**config.mk**
```make
export PLATFORM = sky130hd
export DESIGN_NAME = mdio_mgmt_master
export DESIGN_NICKNAME = d
export VERILOG_FILES = /design/src/rtl/mdio_mgmt_pkg.sv /design/src/rtl/mdio_mgmt_clkdiv.sv /design/src/rtl/mdio_mgmt_engine.sv /design/src/rtl/mdio_mgmt_master.sv
export SDC_FILE = /design/constraint.sdc
export NUM_CORES = 1
export LEC_CHECK = 0
export ABC_AREA = 1
export ABC_CLOCK_PERIOD_IN_PS = 1900
export CORE_MARGIN = 2
export CORE_UTILIZATION = 43
export CTS_CLUSTER_SIZE = 30
export DETAILED_ROUTE_END_ITERATION = 6
export DONT_BUFFER_PORTS = 1
export PLACE_DENSITY = 0.56
export SLEW_MARGIN = 20
export SYNTH_ARGS = -nofsm -noshare
export SYNTH_HDL_FRONTEND = slang
export SYNTH_HIERARCHICAL = 1
export SYNTH_SLANG_ARGS = --single-unit
```
**constraint.sdc**
```tcl
create_clock -name clk -period 1.9 [get_ports clk]
set_input_delay 0.095 -clock clk [delete_from_list [all_inputs] [get_ports clk]]
set_output_delay 0.095 -clock clk [all_outputs]
set_load 0.01 [all_outputs]
```
**src/rtl/mdio_mgmt_pkg.sv**
```systemverilog
package mdio_mgmt_pkg;
  localparam int FRAME_BITS = 64;
  localparam int TA_FIRST   = 46;
  localparam int DATA_FIRST = 48;
  localparam int THR_W      = 8;
  localparam int LAT_W      = 3;
  localparam int IDX_W      = $clog2(FRAME_BITS);

  // Field order matches command bits 28:0.
  typedef struct packed {
    logic        c22;
    logic [1:0]  op;
    logic [4:0]  port;
    logic [4:0]  dev;
    logic [15:0] data;
  } cmd_t;

  function automatic logic op_is_read(input logic [1:0] op);
    return op[1];
  endfunction

  function automatic cmd_t unpack_cmd(input logic [31:0] w);
    return cmd_t'(w[28:0]);
  endfunction

  // Whole frame, bit 63 sent first. Read frames carry ones where the line is released.
  function automatic logic [FRAME_BITS-1:0] frame_word(input cmd_t c);
    logic rd;
    rd = op_is_read(c.op);
    return {32'hFFFF_FFFF, 1'b0, c.c22, c.op, c.port, c.dev,
            rd ? 2'b11 : 2'b10, rd ? 16'hFFFF : c.data};
  endfunction
endpackage

```
**src/rtl/mdio_mgmt_clkdiv.sv**
```systemverilog
module mdio_mgmt_clkdiv
  import mdio_mgmt_pkg::*;
(
  input  logic             clk,
  input  logic             rst_n,
  input  logic             run,
  input  logic [THR_W-1:0] thr,
  output logic             mdc_int,
  output logic             launch,
  output logic             sample
);
  logic [THR_W-1:0] cnt;
  logic             tick;

  assign tick   = run && (cnt == thr);
  assign sample = tick && !mdc_int;
  assign launch = tick && mdc_int;

  always_ff @(posedge clk) begin
    if (!rst_n || !run) begin
      cnt     <= '0;
      mdc_int <= 1'b0;
    end else if (tick) begin
      cnt     <= '0;
      mdc_int <= ~mdc_int;
    end else begin
      cnt <= cnt + 1'b1;
    end
  end
endmodule

```
**src/rtl/mdio_mgmt_engine.sv**
```systemverilog
module mdio_mgmt_engine
  import mdio_mgmt_pkg::*;
(
  input  logic             clk,
  input  logic             rst_n,
  input  logic             start,
  input  cmd_t             cmd,
  input  logic             launch,
  input  logic             sample,
  input  logic [LAT_W-1:0] lat,
  input  logic             mdio_i,
  output logic             busy,
  output logic             rd_frame,
  output logic [IDX_W-1:0] bit_idx,
  output logic             mdio_o,
  output logic             mdio_oe,
  output logic [15:0]      rx_data
);
  logic [FRAME_BITS-1:0] shreg;
  logic                  last_bit;
  logic                  want;
  logic                  grab;
  logic                  pend;
  logic [LAT_W-1:0]      dcnt;

  assign last_bit = (int'(bit_idx) == FRAME_BITS - 1);

  always_ff @(posedge clk) begin
    if (!rst_n) begin
      busy     <= 1'b0;
      rd_frame <= 1'b0;
      bit_idx  <= '0;
      shreg    <= '1;
    end else if (start && !busy) begin
      busy     <= 1'b1;
      rd_frame <= op_is_read(cmd.op);
      bit_idx  <= '0;
      shreg    <= frame_word(cmd);
    end else if (busy && launch) begin
      if (last_bit) busy <= 1'b0;
      else          bit_idx <= bit_idx + 1'b1;
      shreg <= {shreg[FRAME_BITS-2:0], 1'b1};
    end
  end

  assign mdio_o  = busy ? shreg[FRAME_BITS-1] : 1'b1;
  assign mdio_oe = busy && !(rd_frame && int'(bit_idx) >= TA_FIRST);

  // Reply capture, delayed by lat clocks after the sampling edge.
  assign want = busy && rd_frame && sample && int'(bit_idx) >= DATA_FIRST;
  assign grab = (want && lat == '0) || (pend && dcnt == LAT_W'(1));

  always_ff @(posedge clk) begin
    if (!rst_n) begin
      pend    <= 1'b0;
      dcnt    <= '0;
      rx_data <= '0;
    end else begin
      if (want && lat != '0) begin
        pend <= 1'b1;
        dcnt <= lat;
      end else if (pend) begin
        if (dcnt == LAT_W'(1)) pend <= 1'b0;
        dcnt <= dcnt - 1'b1;
      end
      if (grab) rx_data <= {rx_data[14:0], mdio_i};
    end
  end
endmodule

```
**src/rtl/mdio_mgmt_master.sv**
```systemverilog
module mdio_mgmt_master
  import mdio_mgmt_pkg::*;
(
  input  logic        clk,
  input  logic        rst_n,
  input  logic        reg_wr,
  input  logic [2:0]  reg_addr,
  input  logic [31:0] reg_wdata,
  output logic [31:0] reg_rdata,
  output logic        mdc,
  output logic        mdio_o,
  output logic        mdio_oe,
  input  logic        mdio_i
);
  localparam logic [2:0] CMD_OFS = 3'h0;
  localparam logic [2:0] CFG_OFS = 3'h4;

  cmd_t             cmd_q;
  logic [THR_W-1:0] thr_q;
  logic             edge_q;
  logic [LAT_W-1:0] lat_q;
  logic             busy;
  logic             rd_frame;
  logic [IDX_W-1:0] bit_idx;
  logic [15:0]      rx_data;
  logic             mdc_int;
  logic             launch;
  logic             sample;
  logic             wr_cmd;
  logic             wr_cfg;
  logic             fire;
  logic [28:0]      ctl_bits;
  logic             wdata_unused;

  assign wr_cmd       = reg_wr && reg_addr == CMD_OFS && !busy;
  assign wr_cfg       = reg_wr && reg_addr == CFG_OFS;
  assign fire         = wr_cmd && reg_wdata[31];
  assign ctl_bits     = cmd_q;
  assign wdata_unused = ^{reg_wdata[30:29], reg_wdata[19:0]};

  always_ff @(posedge clk) begin
    if (!rst_n) begin
      cmd_q  <= '0;
      thr_q  <= '0;
      edge_q <= 1'b0;
      lat_q  <= '0;
    end else begin
      if (wr_cmd) cmd_q <= unpack_cmd(reg_wdata);
      if (wr_cfg) begin
        thr_q  <= reg_wdata[31:24];
        edge_q <= reg_wdata[23];
        lat_q  <= reg_wdata[22:20];
      end
    end
  end

  mdio_mgmt_clkdiv u_div (
    .clk(clk), .rst_n(rst_n), .run(busy), .thr(thr_q),
    .mdc_int(mdc_int), .launch(launch), .sample(sample)
  );

  mdio_mgmt_engine u_eng (
    .clk(clk), .rst_n(rst_n), .start(fire), .cmd(unpack_cmd(reg_wdata)),
    .launch(launch), .sample(sample), .lat(lat_q), .mdio_i(mdio_i),
    .busy(busy), .rd_frame(rd_frame), .bit_idx(bit_idx),
    .mdio_o(mdio_o), .mdio_oe(mdio_oe), .rx_data(rx_data)
  );

  assign mdc = mdc_int ^ edge_q;

  always_comb begin
    case (reg_addr)
      CMD_OFS: reg_rdata = {busy, 2'b00, cmd_q};
      CFG_OFS: reg_rdata = {thr_q, edge_q, lat_q, 3'b000, !busy, rx_data};
      default: reg_rdata = '0;
    endcase
  end
endmodule

```
## Word-level counts from Yosys, hierarchy flattened

Index checks and enable logic that the tools add are counted.

| storage, ports and cells | value |
|---|---|
| bits of input ports | 39 |
| bits in registers | 142 |

| cells by class | value |
|---|---|
| reductions and logical operators | 33 |
| add/sub/neg operators | 3 |
| bitwise logic cells | 4 |
| equal/unequal tests | 4 |
| magnitude comparators | 2 |
| muxes and demuxes | 14 |

Operator list:

| operator | number |
|---|---|
| $mux 32 | 2 |
| $pmux 32 s2 | 1 |
| $logic_and 1x1->1 | 17 |
| $mux 16 | 1 |
| $ge 6x6->1 const B | 2 |
| $add 8x1->8 const B | 1 |
| $eq 8x8->1 | 1 |
| $mux 1 | 8 |
| $add 6x1->6 const B | 1 |
| $eq 6x1->1 const B | 1 |
| $logic_not 3->1 | 2 |
| $mux 3 | 2 |
| $reduce_bool 2->1 | 3 |
| $logic_not 1->1 | 4 |
| $reduce_and 2->1 | 2 |
| $reduce_or 2->1 | 2 |
| $eq 3x1->1 const B | 1 |
| $eq 3x3->1 const B | 1 |
| $not 1->1 | 3 |
| $reduce_bool 3->1 | 1 |
| $sub 3x1->3 const B | 1 |
| $logic_or 1x1->1 | 2 |
| $xor 1x1->1 | 1 |

## Depth between registers and ports, before layout

Gate-level depths: netlist of run 1.

| logic depth | value |
|---|---|
| word-level depth | 7 |
| mapped depth | 16 |
| depth with buffers taken out | 15 |

## Modules after synthesis

The synthesis of run 1 kept the hierarchy.

By module, submodules not included:

| module | area an instance (um^2) | instances | seq. area each (um^2) | cells each |
|---|---|---|---|---|
| mdio_mgmt_engine | 3629.7 | 1 | 1841.8 | 488 |
| mdio_mgmt_master | 2275.9 | 1 | 820.8 | 362 |
| mdio_mgmt_clkdiv | 571.8 | 1 | 180.2 | 81 |

## Least setup slack after synthesis of run 1

No wires, ideal clock.

| path | value |
|---|---|
| path kind | register -> register |
| from | reg u_eng.busy |
| to | reg u_eng.rx_data[15] |
| data arrival time | 1.779 ns |
| slack | 0.006 ns |
| stages on the path, launching flop included | 15 |
| buffers on the path | 1 |
| period minus slack after synthesis | 1.894 ns |
| cells stage by stage | dfxtp_1 -> inv_1 -> a21oi_1 -> nand3_2 -> nor2_4 -> nand2_4 -> nor2_1 -> nand3_1 -> nor2_4 -> nand2_2 -> nand2_4 -> inv_4 -> buf_6 -> nor2_1 -> nor2_1 |

| on the way | value |
|---|---|
| word-level cells in the longest chain between the ends | 6 |
| elaborated cells on any way between the ends | 7 |

RTL lines:

| item | RTL line | RTL |
|---|---|---|
| from (decl) | mdio_mgmt_engine.sv:12 | `output logic busy,` |
| from (signal assigned) | mdio_mgmt_engine.sv:30 | `busy <= 1'b0;` |
| from (signal assigned) | mdio_mgmt_engine.sv:35 | `busy <= 1'b1;` |
| from (signal assigned) | mdio_mgmt_engine.sv:40 | `if (last_bit) busy <= 1'b0;` |
| $logic_and 1x1->1 | mdio_mgmt_clkdiv.sv:15 | `assign tick = run && (cnt == thr);` |
| $logic_and 1x1->1 | mdio_mgmt_clkdiv.sv:16 | `assign sample = tick && !mdc_int;` |
| net sample | mdio_mgmt_master.sv:28 | `logic sample;` |
| $logic_and 1x1->1 (2 in series) | mdio_mgmt_engine.sv:50 | `assign want = busy && rd_frame && sample && int'(bit_idx) >= DATA_FIRST;` |
| $logic_and 1x1->1 | mdio_mgmt_engine.sv:51 | `assign grab = (want && lat == '0) \|\| (pend && dcnt == LAT_W'(1));` |
| $logic_or 1x1->1 | mdio_mgmt_engine.sv:51 |  |
| to (signal assigned) | mdio_mgmt_engine.sv:66 | `if (grab) rx_data <= {rx_data[14:0], mdio_i};` |
| to (decl) | mdio_mgmt_engine.sv:17 | `output logic [15:0] rx_data` |

The timed path passes the listed nets, and every way through them passes these cells.
A chain may end at the register's enable or synchronous reset.

## Worst setup path in the final report of run 1

| path | value |
|---|---|
| from | reg thr_q[0] |
| to | reg u_eng.rx_data[9] |

| on the way | value |
|---|---|
| word-level cells in the longest chain between the ends | 7 |

RTL lines:

| item | RTL line | RTL |
|---|---|---|
| from (decl) | mdio_mgmt_master.sv:19 | `logic [THR_W-1:0] thr_q;` |
| from (signal assigned) | mdio_mgmt_master.sv:50 | `thr_q <= reg_wdata[31:24];` |
| $eq 8x8->1 | mdio_mgmt_clkdiv.sv:15 |  |
| $logic_and 1x1->1 | mdio_mgmt_clkdiv.sv:15 |  |
| $logic_and 1x1->1 | mdio_mgmt_clkdiv.sv:16 |  |
| net sample | mdio_mgmt_master.sv:28 |  |
| $logic_and 1x1->1 (2 in series) | mdio_mgmt_engine.sv:50 |  |
| $logic_and 1x1->1 | mdio_mgmt_engine.sv:51 |  |
| $logic_or 1x1->1 | mdio_mgmt_engine.sv:51 |  |

The timed path passes the listed nets, and every way through them passes these cells.

==> results of run 1 <==
state kept, by name, indices dropped and copies added (netlist names):
name	count
u_div/cnt	8
u_eng/shreg	64
u_eng/bit_idx	6
edge_q	1
u_eng/dcnt	3
u_eng/rd_frame	1
u_div/mdc_int	1
thr_q	8
u_eng/rx_data	16
u_eng/busy	1
cmd_q	29
u_eng/pend	1
lat_q	3
kinds of logic after synthesis:
logic type | synth area share
compound gates | 0.0533
buf+inv | 0.0954
simple gates | 0.388
flops | 0.439
fa+ha+maj | 0.00966
xor+xnor | 0.0149
worst max-delay path, stage by stage (launching register included):
cell and delay [ns]:
dfxtp_2 0.33, inv_1 0.05, nand2_1 0.05, nand2_1 0.05, nor2_1 0.09, nand2_1 0.10, nor2_4 0.16, nand2_4 0.08
nor2_4 0.12, nand3_2 0.10, nor2_4 0.13, nand2_2 0.08, nand2_4 0.15, clkbuf_16 0.18, o21ai_1 0.06, nor2_1 0.11
layout by cell type, fill, tap and decap left out, types with 2 or more instances in the layout:
cell           count
o21ai_2            4
nand2_1          265
o31ai_1           10
clkinv_4           5
o21ai_1            9
inv_4              4
buf_12             4
o21ai_0           18
nor2_2            29
ha_1               5
nand4_1           45
inv_6              4
clkinv_2           2
buf_4             46
nor2_4             5
nand3_2            2
nand3_1           60
nand2_4            4
dfxtp_2            5
inv_1             74
o22ai_1            3
a31oi_1            2
nor3_1             2
inv_2             10
nand2_2            7
clkbuf_16         19
xor2_1            10
a21oi_1           11
nor2_1           150
dlygate4sd3_1     33
bufinv_16          2
clkinvlp_4         3
dfxtp_1          136
layout make-up:
cell class,count,area (um^2),share of cell area
clock buffer,17,425,0.0537
timing repair buffer,86,833,0.105
clock inverter,15,163,0.0205
multi-input combinational,650,3070,0.387
antenna,1,2.50,0.000316
tap,184,230,0.0291
sequential,142,2850,0.360
inverter,89,349,0.0441
power breakdown:
part	switching [mW]	internal (mW)
Sequential	0.0253	3.02
Combinational	0.246	0.156
Clock	1.35	1.95
per-layer routing:
metal / wire (um) / track usage / vias up / share of wire
li1: - / - / 3051 / -
met1: 8150 / 0.288 / 2678 / 0.50
met2: 7280 / 0.314 / 132 / 0.44
met3: 819 / 0.0515 / 12 / 0.050
met4: 159 / 0.0627 / 0 / 0.0097
met5: 0 / 0 / - / 0
per-stage QoR:
step / instance area [um^2] / TNS (ns) / utilization / cells / hold WS, ns
finish: 7920 / 0 / 0.541 / 1184 / 0.0371
global route: 7920 / -2.09 / 0.541 / 1184 / 0.0270
CTS: 7780 / 0 / 0.531 / 1177 / 0.00716
detailed placement: 6820 / -0.153 / 0.466 / 1110 / 0.191
global placement: 6820 / -0.0699 / 0.466 / 1110 / 0.189
floorplan: 6480 / 0 / - / 931 / 0.228
worst max path at each step:
stage | from | endpoint | slack (ns) | cells after the start
5_1_grt | thr_q[3] | u_eng/rx_data[10] | -0.12 | 15
4_1_cts | u_div/cnt[7] | u_eng/rx_data[5] | 0.03 | 13
6_report | thr_q[0] | u_eng/rx_data[9] | 0.006 | 15
3_3_place_gp | u_div/cnt[1] | u_eng/rx_data[0] | -0.04 | 15
2_1_floorplan | u_eng/busy | u_eng/rx_data[15] | 0.006 | 14
3_5_place_dp | u_div/cnt[1] | u_eng/rx_data[0] | -0.03 | 15
repair_timing:
action / CTS / global route
gates cloned: 0 / 2
resized for setup: 3 / 39
hold buffers: 34 / 0
hold endpoints to repair: 102 / 0
pin swaps: 2 / 19
buffers inserted: 1 / 4
endpoints found under the setup margin: 16 / 88
==> summary.txt, run 1 <==
Syn avg cell area: 6.96 um^2
# H-tree levels: 4
Most used DFF post-synth: dfxtp_1
CTS Buf Count: 17
Fillers: 1453
Total die area: 0.0161 mm^2
Endpoints failing setup: 0
Critical Path Sink Type: flop
Synth unique cells: 35
Tmin final: 1.89 ns
Worst setup margin: 0.00644 ns
Synth Register Bits: 142
Synth Warn #: 6
Pwr Total: 6.74 mW
Net Count, Synth: 975
Drt pass-1 iters: 4
Root buffer cell: clkbuf_16
Worst-Skew Late Latency: 0.42 ns
Hold path depth: 2
Reg2reg end: u_eng/rx_data[9]
Required time worst endpoint: 2.26 ns
FF-to-FF path depth: 15
1st-iter DRT viols: 488
Synthesized instance count: 931
F_max: 528 MHz
Vias in the first global route: 5265
Initial antenna violation count: 1
Max Root-Sink Buffers: 2
Worst Hold Class: in2reg
Hold Startpoint: rst_n
Arrival @ worst endpoint: 2.25 ns
Post-synth top area cell: dfxtp_1
Worst-Margin Slew: 0.519 ns
Drt drc: 0
Max Cap Violations: 0
Pre-CTS setup slack: -0.0303 ns
Die width: 127 um
Period utilization: 0.997
R2R Setup Slk: 0.006 ns
RSZ-0062 raised after global routing: true
Placer Congestion: 0.790
Share of cells above drive strength 1: 0.162
Sink Count: 142
EDFF count, synth: 0
Share of the synthesized area in the top cell type: 0.439
Slew headroom: 0.654
WHS Endpoint: u_eng/shreg[24]
Status: complete, no violations
Gr ovfl total: 0
Initial core utilization: 0.442
Async S/R FF share, synth: 0
Worst setup path category: reg2reg
Final Max Slew Viols: 0
Count leader, synth: nand2_1
Area contributors post-synth: dfxtp_1, nand2_1, nor2_1
Vias after detailed routing: 5873
Power Dens Cells: 851 mW/mm^2
HPWL Detailed: 10.4 mm
PortBufs: 0
RR Startpoint: thr_q[0]
Synth cell count leaders: nand2_1, nor2_1, dfxtp_1
Total track usage: 0.206
Leakage: 3.67 nW
Clock Skews: 0.00737 ns
Final Routed Wirelength: 16.4 mm
Max FO, Critical Path: 6
ANT nets after route: 0
Row count: 44
Sequential area share after synthesis: 0.439
First-pass GRT wire length: 26.6 mm
Area delta synth->final: 22.3%
Routed WL per cell: 13.9 um
Worst VDD drop: 0.000664 V
Final nets: 1030
TritonCTS clock tree: yes
Core ar.: 0.0146 mm^2
Final hold violation count: 0
Synth Cell Area: 0.00648 mm^2
Ports: 74
Die Span Y: 127 um
Vias/cell: 4.96
Clk slew on worst S/H paths: 0.06 ns
Largest net degree at the start of global routing: 79
Crit path launch type: flop
Note: power is estimated with default switching activity, not from simulation.
==> inputs of run 2 (changes only) <==
--- a/config.mk
+++ b/config.mk
@@ -8,11 +8,12 @@
 export ABC_AREA = 1
 export ABC_CLOCK_PERIOD_IN_PS = 1900
 export CORE_MARGIN = 2
-export CORE_UTILIZATION = 43
+export CORE_UTILIZATION = 24
+export CTS_CLUSTER_DIAMETER = 100
 export CTS_CLUSTER_SIZE = 30
 export DETAILED_ROUTE_END_ITERATION = 6
 export DONT_BUFFER_PORTS = 1
-export PLACE_DENSITY = 0.56
+export PLACE_DENSITY = 0.34
 export SLEW_MARGIN = 20
 export SYNTH_ARGS = -nofsm -noshare
 export SYNTH_HDL_FRONTEND = slang
==> run 2 against run 1 <==
  * Worst setup slack improved by 0.021 ns
  * Flip-flop and latch count did not move
  * Clock-buffer cell count rose by 3
  * Clock power barely moved
  * Via count rose by 1.9%
  * First-iteration DRC count fell by 21%
  * Die area rose by 76%
  * Global-route usage fell by 5.9 points
  * Register-to-register slack improved by 0.02 ns
  * Final cell count rose by 17%
  * Largest power group unchanged
==> summary.txt, run 2 (synthesized netlist as in run 1, its figures left out) <==
Cell area after layout: 0.00854 mm^2 (+7.8%)
Final Routed Wirelength: 20.6 mm (+26%)
Crit path launch type: flop
Placed Area: 0.00711 mm^2 (+4.2%)
R2R Setup Slk: 0.03 ns (+0.02 ns)
Period utilization: 0.986 (-0.0110)
RSZ-0062 raised after global routing: true
Hold Startpoint: reg_addr[0]
Row count: 60 (+36%)
Commonest cells after routing, fill and taps aside: nand2_1, nor2_1, dfxtp_1
Share of cells above drive strength 1: 0.167 (+0.00531)
ANT nets after route: 0 (unchanged)
Drt pass-1 iters: 6 (+2)
Max FO, Critical Path: 7 (+1)
Worst setup margin: 0.0273 ns (+0.0209 ns)
Max Cap Violations: 0 (unchanged)
Final hold violation count: 0 (unchanged)
Clk slew on worst S/H paths: 0.07 ns (about the same)
Reg2reg end: u_eng/rx_data[11]
Final core utilization: 0.320 (-0.221)
Hold path depth: 5 (+3)
Die width: 168 um (+33%)
Ports: 74 (unchanged)
Core ar.: 0.0267 mm^2 (+83%)
Vias after detailed routing: 5983 (+1.9%)
RR Startpoint: thr_q[0]
First-pass GRT wire length: 32.6 mm (+22%)
Drt drc: 0 (unchanged)
Worst setup path category: reg2reg
Pwr Total: 6.79 mW (+0.67%)
Root buffer cell: clkbuf_16
Clock Skews: 0.0155 ns (+0.00810 ns)
HPWL Detailed: 13.2 mm (+26%)
Required time worst endpoint: 2.27 ns (about the same)
FF-to-FF path depth: 15 (unchanged)
Tmin final: 1.87 ns (-0.0209 ns)
Largest regs: u_eng/shreg: 64 flops, cmd_q: 29 flops, u_eng/rx_data: 16 flops
Final nets: 1070 (+3.9%)
Worst Hold Class: in2reg
Vias in the first global route: 5903 (+12%)
Leakage: 3.83 nW (+4.5%)
Finished Layout Cells: 1381 (+17%)
1st-iter DRT viols: 387 (-21%)
# H-tree levels: 4 (unchanged)
Sequential Area: 0.00285 mm^2 (-0.18%)
Final Max Slew Viols: 0 (unchanged)
Die Span Y: 168 um (+33%)
CTS Buf Count: 17 (unchanged)
Worst VDD drop: 0.000350 V (-47%)
Pre-CTS setup slack: -0.0325 ns (-0.00221 ns)
Placer Congestion: 0.728 (-7.8%)
Endpoints failing setup: 0 (unchanged)
Largest net degree at the start of global routing: 54 (-32%)
Area of the multi-input gates: 0.00310 mm^2 (+1.2%)
WHS Endpoint: cmd_q[27]
PortBufs: 0 (unchanged)
Fillers: 2963 (+100%)
Worst-Margin Slew: 0.384 ns (-0.135 ns)
Initial antenna violation count: 1 (unchanged)
Routed WL per cell: 15.0 um (+7.9%)
Gr ovfl total: 0 (unchanged)
Area delta synth->final: 31.9%
Status: complete, no violations
Initial core utilization: 0.242 (-0.200)
Slew headroom: 0.741 (+0.0872)
Arrival @ worst endpoint: 2.24 ns (about the same)
Vias/cell: 4.33 (-13%)
Worst-Skew Late Latency: 0.43 ns (about the same)
Power Dens Cells: 794 mW/mm^2 (-6.6%)
Most common cell after layout, fill and taps aside: nand2_1
Total track usage: 0.147 (-0.0592)
TritonCTS clock tree: yes
Total die area: 0.0283 mm^2 (+76%)
F_max: 534 MHz (+1.1%)
Critical Path Sink Type: flop
Max Root-Sink Buffers: 2 (unchanged)
Largest Register: u_eng/shreg
Placed instance count: 1281 (+15%)
Max reg flops: 64 (unchanged)
Sink Count: 142 (unchanged)
## run 2: layout make-up
cell class / count / area share
Multi-Input combinational cell: 650 / 0.363
Timing Repair Buffer: 126 / 0.144
Antenna cell: 1 / 0.000293
Tap cell: 341 / 0.0499
Sequential cell: 142 / 0.333
Clock buffer: 20 / 0.0534
Inverter: 89 / 0.0429
Clock inverter: 12 / 0.0130
## run 2: layer usage
metal | GRT usage | vias to the layer above | wire [um]
li1 | - | 3118 | -
met1 | 0.196 | 2782 | 10200
met2 | 0.239 | 73 | 9460
met3 | 0.0355 | 10 | 815
met4 | 0.0349 | 0 | 183
met5 | 0 | - | 0
## run 2: how the worst max path moves through the flow
| stage | start | to | slack (ns) | cells after the start |
|---|---|---|---|---|
| detailed placement | u_div/cnt[1] | u_eng/shreg[8] | -0.03 | 14 |
| CTS | u_div/cnt[1] | u_eng/rx_data[14] | 0.0002 | 15 |
| finish | thr_q[0] | u_eng/rx_data[11] | 0.03 | 15 |
| global route | thr_q[5] | u_eng/rx_data[14] | -0.17 | 15 |
| floorplan | u_eng/busy | u_eng/rx_data[15] | 0.006 | 14 |
| global placement | thr_q[5] | u_eng/shreg[5] | -0.02 | 14 |
## run 2: power by group
group	leakage (nW)	internal (mW)	switching, mW	total, mW
Sequential	1.15	3.02	0.0256	3.05
Clock	0.273	1.88	1.41	3.29
Combinational	2.41	0.191	0.256	0.448
Total	3.83	5.09	1.69	6.79
## run 2: worst max-delay path, cell delays in order, from the launching register on
cell and delay (ns):
dfxtp_1 0.33, inv_1 0.05, nand2_1 0.06, nand2_1 0.05
nor2_1 0.11, nand2_2 0.08, nor2_4 0.14, nand2_4 0.07
nor2_4 0.11, nand3_2 0.11, nor2_4 0.16, nand2_2 0.10
nand2_8 0.13, buf_6 0.14, o21ai_1 0.06, nor2_1 0.10
## run 2: what timing repair did
item | CTS | global route
hold endpoints to repair | 104 | 0
setup endpoints to repair | 54 | 93
setup buffers | 0 | 4
pin swaps | 1 | 16
gates resized for setup | 2 | 50
hold buffers | 60 | 0
gates cloned | 0 | 3
## run 2: metrics by stage
stage	hold WS [ns]	setup TNS [ns]
floorplan	0.228	0
global placement	0.190	-0.0959
detailed placement	0.192	-0.519
CTS	0.0378	0
global route	0.0609	-5.25
finish	0.0559	0
